$ cat src/rtl/cdiv_pkg.sv
package cdiv_pkg;
  localparam int CODE_W  = 4;
  localparam int MAX_EXP = 6;
  localparam int CNT_W   = MAX_EXP - 1;
  localparam logic [CODE_W-1:0] CODE_OFF  = '0;
  localparam logic [CODE_W-1:0] CODE_PASS = CODE_W'(MAX_EXP + 1);

  function automatic logic is_div(input logic [CODE_W-1:0] c);
    return (c != CODE_OFF) && (c < CODE_PASS);
  endfunction

  function automatic logic is_pass(input logic [CODE_W-1:0] c);
    return c == CODE_PASS;
  endfunction

  // Half-period length in source cycles; zero when the code does not divide.
  function automatic logic [CNT_W:0] half_len(input logic [CODE_W-1:0] c);
    logic [CNT_W:0] one;
    one = {{CNT_W{1'b0}}, 1'b1};
    if (!is_div(c)) return '0;
    return one << (MAX_EXP - int'(c));
  endfunction

  // Counter value on which a half-period ends.
  function automatic logic [CNT_W-1:0] last_tick(input logic [CODE_W-1:0] c);
    logic [CNT_W:0] h;
    h = half_len(c) - {{CNT_W{1'b0}}, 1'b1};
    return h[CNT_W-1:0];
  endfunction
endpackage

$ cat src/rtl/cdiv_code_reg.sv
module cdiv_code_reg
  import cdiv_pkg::*;
(
  input  logic              clk_in,
  input  logic              rst,
  input  logic              load_pt,
  input  logic [CODE_W-1:0] new_code,
  output logic [CODE_W-1:0] act_code
);
  always_ff @(posedge clk_in) begin
    if (rst)          act_code <= CODE_OFF;
    else if (load_pt) act_code <= new_code;
  end
endmodule

$ cat src/rtl/cdiv_counter.sv
module cdiv_counter
  import cdiv_pkg::*;
(
  input  logic              clk_in,
  input  logic              rst,
  input  logic [CODE_W-1:0] act_code,
  input  logic [CODE_W-1:0] new_code,
  output logic              div_q,
  output logic              load_pt
);
  logic [CNT_W-1:0] cnt;
  logic             at_end;

  assign at_end  = (cnt == last_tick(act_code));
  // Safe point: counter not in use, or the low phase is ending.
  assign load_pt = !is_div(act_code) || (!div_q && at_end);

  always_ff @(posedge clk_in) begin
    if (rst) begin
      cnt   <= '0;
      div_q <= 1'b0;
    end else if (load_pt) begin
      cnt   <= '0;
      div_q <= is_div(act_code) && is_div(new_code);
    end else if (at_end) begin
      cnt   <= '0;
      div_q <= ~div_q;
    end else begin
      cnt   <= cnt + {{(CNT_W-1){1'b0}}, 1'b1};
    end
  end


  off_low_chk: assert property (@(posedge clk_in) disable iff (rst)
    !is_div(act_code) |=> !div_q);


  cnt_range_chk: assert property (@(posedge clk_in) disable iff (rst)
    is_div(act_code) |-> ({1'b0, cnt} < half_len(act_code)));
endmodule

$ cat src/rtl/cdiv_pass_gate.sv
module cdiv_pass_gate
  import cdiv_pkg::*;
(
  input  logic              clk_in,
  input  logic              rst,
  input  logic [CODE_W-1:0] act_code,
  input  logic              div_q,
  output logic              clk_out
);
  logic pass_en;

  // The enable changes on the falling edge only, so the gate cannot chop a high phase.
  always_ff @(negedge clk_in) begin
    pass_en <= !rst && is_pass(act_code);
  end

  assign clk_out = div_q | (clk_in & pass_en);


  pass_excl_chk: assert property (@(posedge clk_in) disable iff (rst)
    pass_en |-> !div_q);
endmodule

$ cat src/rtl/core_clk_div.sv
module core_clk_div
  import cdiv_pkg::*;
(
  input  logic              clk_in,
  input  logic              rst,
  input  logic [CODE_W-1:0] div_code,
  output logic              clk_out,
  output logic              clk_en
);
  logic [CODE_W-1:0] act_code;
  logic              div_q;
  logic              load_pt;

  assign clk_en = (div_code != CODE_OFF);

  cdiv_code_reg i_code (
    .clk_in   (clk_in),
    .rst      (rst),
    .load_pt  (load_pt),
    .new_code (div_code),
    .act_code (act_code)
  );

  cdiv_counter i_cnt (
    .clk_in   (clk_in),
    .rst      (rst),
    .act_code (act_code),
    .new_code (div_code),
    .div_q    (div_q),
    .load_pt  (load_pt)
  );

  cdiv_pass_gate i_gate (
    .clk_in   (clk_in),
    .rst      (rst),
    .act_code (act_code),
    .div_q    (div_q),
    .clk_out  (clk_out)
  );


  code_hold_chk: assert property (@(posedge clk_in) disable iff (rst)
    (is_div(act_code) && div_q) |=> $stable(act_code));


  reset_low_chk: assert property (@(posedge clk_in)
    rst |=> !div_q);
endmodule

$ cat config.mk
export PLATFORM = sky130hd
export DESIGN_NAME = core_clk_div
export DESIGN_NICKNAME = d
export VERILOG_FILES = /design/src/rtl/cdiv_pkg.sv /design/src/rtl/cdiv_code_reg.sv /design/src/rtl/cdiv_counter.sv /design/src/rtl/cdiv_pass_gate.sv /design/src/rtl/core_clk_div.sv
export SDC_FILE = /design/constraint.sdc
export NUM_CORES = 1
export LEC_CHECK = 0
export BUFFER_PORTS_ARGS = -buffer_cell sky130_fd_sc_hd__buf_2
export CORE_MARGIN = 3
export CORE_UTILIZATION = 40
export CTS_CLUSTER_SIZE = 30
export DETAILED_ROUTE_END_ITERATION = 8
export PLACE_DENSITY_LB_ADDON = 0.15
export SYNTH_ARGS = -nofsm -noshare
export SYNTH_HDL_FRONTEND = slang
export SYNTH_SLANG_ARGS = --single-unit
export TNS_END_PERCENT = 30
$ cat constraint.sdc
create_clock -name clk_in -period 3.8 [get_ports clk_in]
set_input_delay 0.57 -clock clk_in [delete_from_list [all_inputs] [get_ports clk_in]]
set_output_delay 0.57 -clock clk_in [all_outputs]
set_load 0.05 [all_outputs]
# After elaboration in Yosys (flattened, before gate mapping)
# Index checks and enable logic that the tools add are counted.
[word_totals]
register_bits = 11
elab_cells = 31
[classes]
n_addsub = 3
n_lt_le_gt_ge = 2
eq_ne = 2
shifts = 1
mux = 3
n_bitwise = 3
n_reduce_logical = 13
[op_table]
columns = ["op", "n"]
rows = [
  ["<< shifter 1 x 32 -> 5 bit (first input constant)", 1],
  ["< comparator 4 x 3 -> 1 bit (second input constant)", 2],
  ["nonzero test 4 bit", 2],
  ["adder 5 x 1 -> 5 bit (second input constant)", 1],
  ["== test 5 bit", 1],
  ["logical AND 1 bit", 5],
  ["two-way mux 5 bit", 1],
  ["subtractor 3 x 4 -> 5 bit (first input constant)", 1],
  ["subtractor 5 x 1 -> 5 bit (second input constant)", 1],
  ["== test 4 x 3 -> 1 bit (second input constant)", 1],
  ["logical NOT 1 bit", 3],
  ["OR reduction 3 bit", 1],
  ["two-way mux 1 bit", 2],
  ["nonzero test 2 bit", 1],
  ["AND 1 bit", 1],
  ["logical OR 1 bit", 1],
  ["inverter 1 bit", 1],
  ["bitwise OR 1 bit", 1],
]

# Logic depth before layout (Yosys ltp)
[logic_depth]
depth_word = 8
ltp_mapped = 12
mapped_depth_nobuf = 12

# By module
# A second synthesis with hierarchy kept.
[unflattened]
hier_cells = 81
area_unflattened_um2 = 739.5
[by_module_without_submodules]
columns = ["mod", "instances", "cells_per_inst", "area_each_um2"]
rows = [
  ["cdiv_counter", 1, 62, 548.0],
  ["cdiv_code_reg", 1, 13, 140.1],
  ["cdiv_pass_gate", 1, 5, 43.8],
  ["core_clk_div", 1, 1, 7.5],
]

==> impl_metrics.prom <==
# TYPE chip_impl_metric gauge
chip_impl_metric{name="core.rowCount",unit=""} 14
chip_impl_metric{name="worst_pin_slew",unit="ns"} 0.434
chip_impl_metric{name="die_area",unit="um2"} 2390
chip_impl_metric{name="grt_start_max_net_pins",unit=""} 11
chip_impl_metric{name="pre_cts_slack",unit="ns"} 0.623
chip_impl_metric{name="async_flop_share",unit="%"} 0
chip_impl_metric{name="vdd_drop_max",unit="mV"} 0.301
chip_impl_metric{name="slew_headroom",unit="%"} 70.9
chip_impl_metric{name="max-cap-violations",unit=""} 0
chip_impl_metric{name="grt_antenna_before_repair",unit=""} 0
chip_impl_metric{name="placedInstanceArea",unit="um2"} 797
chip_impl_metric{name="fraction_of_final_layout_cells_with_drive_strength_greater_than_1",unit="%"} 22.0
chip_impl_info{name="cts_tree",value="yes"} 1
chip_impl_metric{name="final_max_slew_viol_count",unit=""} 0
chip_impl_metric{name="clock_power_share",unit="%"} 33.0
chip_impl_metric{name="grt_pass1_wl",unit="um"} 2390
chip_impl_metric{name="proportion_of_power_drawn_by_combinational_gates",unit="%"} 30.5
chip_impl_info{name="timing.critical_path.to_type",value="primary output"} 1
chip_impl_metric{name="synth.net_count",unit=""} 89
chip_impl_metric{name="finalCoreUtilization",unit="%"} 52.5
chip_impl_metric{name="wl_per_cell",unit="um"} 11.4
chip_impl_info{name="origin_of_the_critical_flop_to_flop_path",value="i_code.act_code[0]$_SDFFE_PP0P_"} 1
chip_impl_metric{name="postCtsResizedCells",unit=""} 0
chip_impl_metric{name="diodes",unit=""} 0
chip_impl_metric{name="power.leakage",unit="nW"} 0.345
chip_impl_metric{name="synthesis.area_per_instance",unit="um2"} 9.43
chip_impl_metric{name="sw_ratio",unit="%"} 34.6
chip_impl_metric{name="portBuffers",unit=""} 7
chip_impl_metric{name="num_io_pins",unit=""} 8
chip_impl_metric{name="grt_total_usage",unit="%"} 13.2
chip_impl_metric{name="initial_utilization",unit="%"} 45.7
chip_impl_metric{name="finalSetupTns",unit="ns"} 0
chip_impl_info{name="min-delay-start",value="rst"} 1
chip_impl_metric{name="cts.repair_timing.setup_buffer_count",unit=""} 0
chip_impl_info{name="rsz0062_at_grt",value="no"} 1
chip_impl_metric{name="synth-edff-count",unit=""} 0
chip_impl_metric{name="first_pass_drt_iterations",unit=""} 4
chip_impl_metric{name="route.detailed.drc",unit=""} 0
chip_impl_metric{name="area_growth_syn_to_layout",unit="%"} 15.0
chip_impl_metric{name="yosysSeqAreaShare",unit="%"} 29.9
chip_impl_metric{name="detailedRoute.firstIterationViolations",unit=""} 7
chip_impl_metric{name="hold_ws",unit="ns"} 0.461
chip_impl_metric{name="synthesis.area",unit="um2"} 736
chip_impl_metric{name="hpwl",unit="um"} 982
chip_impl_metric{name="worst_hold_path.num_cells",unit=""} 2
chip_impl_metric{name="final_net_count",unit=""} 103
chip_impl_metric{name="core_area",unit="um2"} 1610
chip_impl_metric{name="routabilityCongestion",unit=""} 0.709
chip_impl_metric{name="total_of_warnings_raised_by_yosys",unit=""} 0
chip_impl_metric{name="yosys_register_bits",unit=""} 11
chip_impl_metric{name="finalClockSkew",unit="ns"} 0.0675
chip_impl_metric{name="cell_count_of_the_worst_reg_to_reg_path",unit=""} 12
chip_impl_metric{name="drt-total-wl",unit="um"} 1310
chip_impl_metric{name="worst-endpoint-arrival",unit="ns"} 3.01
chip_impl_metric{name="grt.overflow.total",unit=""} 0
chip_impl_metric{name="finalHoldViolations",unit=""} 0
chip_impl_metric{name="setup_viol",unit=""} 0
chip_impl_metric{name="p_int",unit="mW"} 0.253
chip_impl_metric{name="path_clk_slew",unit="ns"} 0.08
chip_impl_metric{name="path_max_fanout",unit=""} 1
chip_impl_metric{name="first_global_vias",unit=""} 572
chip_impl_metric{name="drtAntennaViolNets",unit=""} 0
chip_impl_metric{name="power.net_switching",unit="mW"} 0.134
chip_impl_metric{name="clock_latency",unit="ns"} 0.45
chip_impl_metric{name="critical_path_required",unit="ns"} 3.23
chip_impl_metric{name="fp.dieH",unit="um"} 48.9
chip_impl_metric{name="die_x",unit="um"} 48.9
chip_impl_metric{name="route.detailed.vias_per_inst",unit=""} 5.02
chip_impl_info{name="crit-reg2reg-capture",value="i_cnt.cnt[3]$_SDFF_PP0_"} 1
chip_impl_metric{name="power_density",unit="nW/um2"} 458
chip_impl_info{name="start_kind",value="flip-flop"} 1
chip_impl_info{name="postSynth.topFlopCell",value="sky130_fd_sc_hd__dfxtp_1"} 1
chip_impl_metric{name="layout_setup_ws",unit="ns"} 0.221
chip_impl_info{name="run_status",value="completed"} 1
chip_impl_metric{name="gate_count_of_the_mapped_netlist",unit=""} 78
chip_impl_metric{name="finalInstanceArea",unit="um2"} 846
chip_impl_info{name="timing_worst_setup_path_type",value="flip-flop to primary output"} 1
chip_impl_metric{name="postCtsHoldBufs",unit=""} 0
chip_impl_metric{name="setup.reg_to_reg.worst_slack",unit="ns"} 0.61
chip_impl_info{name="hold_class",value="input pin to flip-flop"} 1
chip_impl_metric{name="synth_cell_type_count",unit=""} 31
chip_impl_metric{name="power.share.sequential",unit="%"} 36.5
chip_impl_info{name="worstHoldEndpoint",value="i_code.act_code[3]$_SDFFE_PP0P_"} 1
chip_impl_metric{name="via_count",unit=""} 577
## state kept, by name, summed over array words and instances, names as in the netlist
signal / count
i_cnt.cnt: 5
i_code.act_code: 4
i_gate.pass_en: 1
i_cnt.div_q: 1
## Yosys cell counts, drive strengths merged, types with 2 or more instances
cell type,instances,area (um2)
dfxtp,11,220
inv,5,18.8
nand3,4,20.0
ha,5,62.6
nand2,4,15.0
xor2,4,35.0
nor3,3,26.3
nor2b,2,12.5
mux2i,5,50.1
nor2,5,18.8
xnor2,4,35.0
or4b,2,27.5
nand2b,7,43.8
o21ai,2,13.8
## metal layers
layer	global-route usage, %	routed length (um)	vias to the layer above
met5	0	0	-
met4	8.53	25	0
met3	6.42	39	4
met2	16.1	553	8
met1	17.9	689	264
li1	-	-	301
## layout make-up
class                   count  area [um2]
clock buffers               7        50.0
clock inverters             2        7.51
fillers                   168         766
inverters                   4        15.0
multi-input cells          61         493
flip-flops and latches     11         220
well taps                  24        30.0
repair buffers              6        30.0
## cell usage in the layout, fill, tap and decap left out
master,synthesis,final
sky130_fd_sc_hd__o2bb2ai_2,1,1
sky130_fd_sc_hd__o21ai_2,1,1
sky130_fd_sc_hd__or4b_4,2,2
sky130_fd_sc_hd__xor2_1,4,4
sky130_fd_sc_hd__nor4bb_1,1,1
sky130_fd_sc_hd__a211oi_1,1,1
sky130_fd_sc_hd__nand4_1,1,1
sky130_fd_sc_hd__or4_1,1,1
sky130_fd_sc_hd__nor2b_1,2,2
sky130_fd_sc_hd__dfxtp_1,11,11
sky130_fd_sc_hd__ha_1,5,5
sky130_fd_sc_hd__nand2_1,4,4
sky130_fd_sc_hd__nand4b_1,1,1
sky130_fd_sc_hd__mux2i_1,5,5
sky130_fd_sc_hd__mux2_1,1,1
sky130_fd_sc_hd__a31oi_4,1,1
sky130_fd_sc_hd__xnor2_1,4,4
sky130_fd_sc_hd__clkbuf_4,0,6
sky130_fd_sc_hd__nor3b_1,1,1
sky130_fd_sc_hd__nand3_1,4,4
sky130_fd_sc_hd__a21oi_2,1,1
sky130_fd_sc_hd__nor3_1,2,2
sky130_fd_sc_hd__a21o_1,1,1
sky130_fd_sc_hd__buf_2,0,7
sky130_fd_sc_hd__nor4_1,1,1
sky130_fd_sc_hd__a211o_1,1,1
sky130_fd_sc_hd__nand2b_1,7,7
sky130_fd_sc_hd__nor2_1,5,5
sky130_fd_sc_hd__and3_1,1,1
sky130_fd_sc_hd__o21ai_1,1,1
sky130_fd_sc_hd__nor3_4,1,1
sky130_fd_sc_hd__inv_1,5,6
## critical path, cell delays in order, from the launching register on
cell,delay (ns)
sky130_fd_sc_hd__dfxtp_1,0.30
sky130_fd_sc_hd__nand2_1,0.05
sky130_fd_sc_hd__nand2_1,0.06
sky130_fd_sc_hd__buf_2,0.25
## how the worst max path moves through the flow
stage | to | slack, ns | start | depth (start not counted)
global placement | i_cnt.cnt[3]$_SDFF_PP0_ | 0.64 | i_code.act_code[0]$_SDFFE_PP0P_ | 12
floorplan | clk_out | 0.67 | i_gate.pass_en$_DFF_N_ | 2
global route | clk_out | 0.16 | i_gate.pass_en$_DFF_N_ | 3
finish | clk_out | 0.22 | i_gate.pass_en$_DFF_N_ | 3
detailed placement | i_cnt.cnt[3]$_SDFF_PP0_ | 0.62 | i_code.act_code[0]$_SDFFE_PP0P_ | 12
CTS | clk_out | 0.20 | i_gate.pass_en$_DFF_N_ | 3
## kinds of logic (layout without fill, tap and decap cells)
group           after synthesis  in the layout  synth area share (%)
xor+xnor                      8              8                  9.52
simple gates                 34             34                  29.4
mux                           6              6                  8.33
buf+inv                       6             19                  3.06
fa+ha+maj                     5              5                  8.50
flops                        11             11                  29.9
compound gates                8              8                  11.2
## power by group through the flow
stage	logic (mW)	clock network [mW]	registers, mW
CTS	0.119	0.130	0.141
global placement	0.116	0.00370	0.144
finish	0.118	0.128	0.141
detailed placement	0.118	0.00370	0.144
floorplan	0.100	0.00364	0.140
global route	0.132	0.144	0.144
## metrics by stage
step	instances	total power, mW
2_1_floorplan	78	0.244
6_report	115	0.387
3_5_place_dp	108	0.266
3_3_place_gp	108	0.264
5_1_grt	115	0.421
4_1_cts	115	0.391
Note: power is estimated with default switching activity, not from simulation.
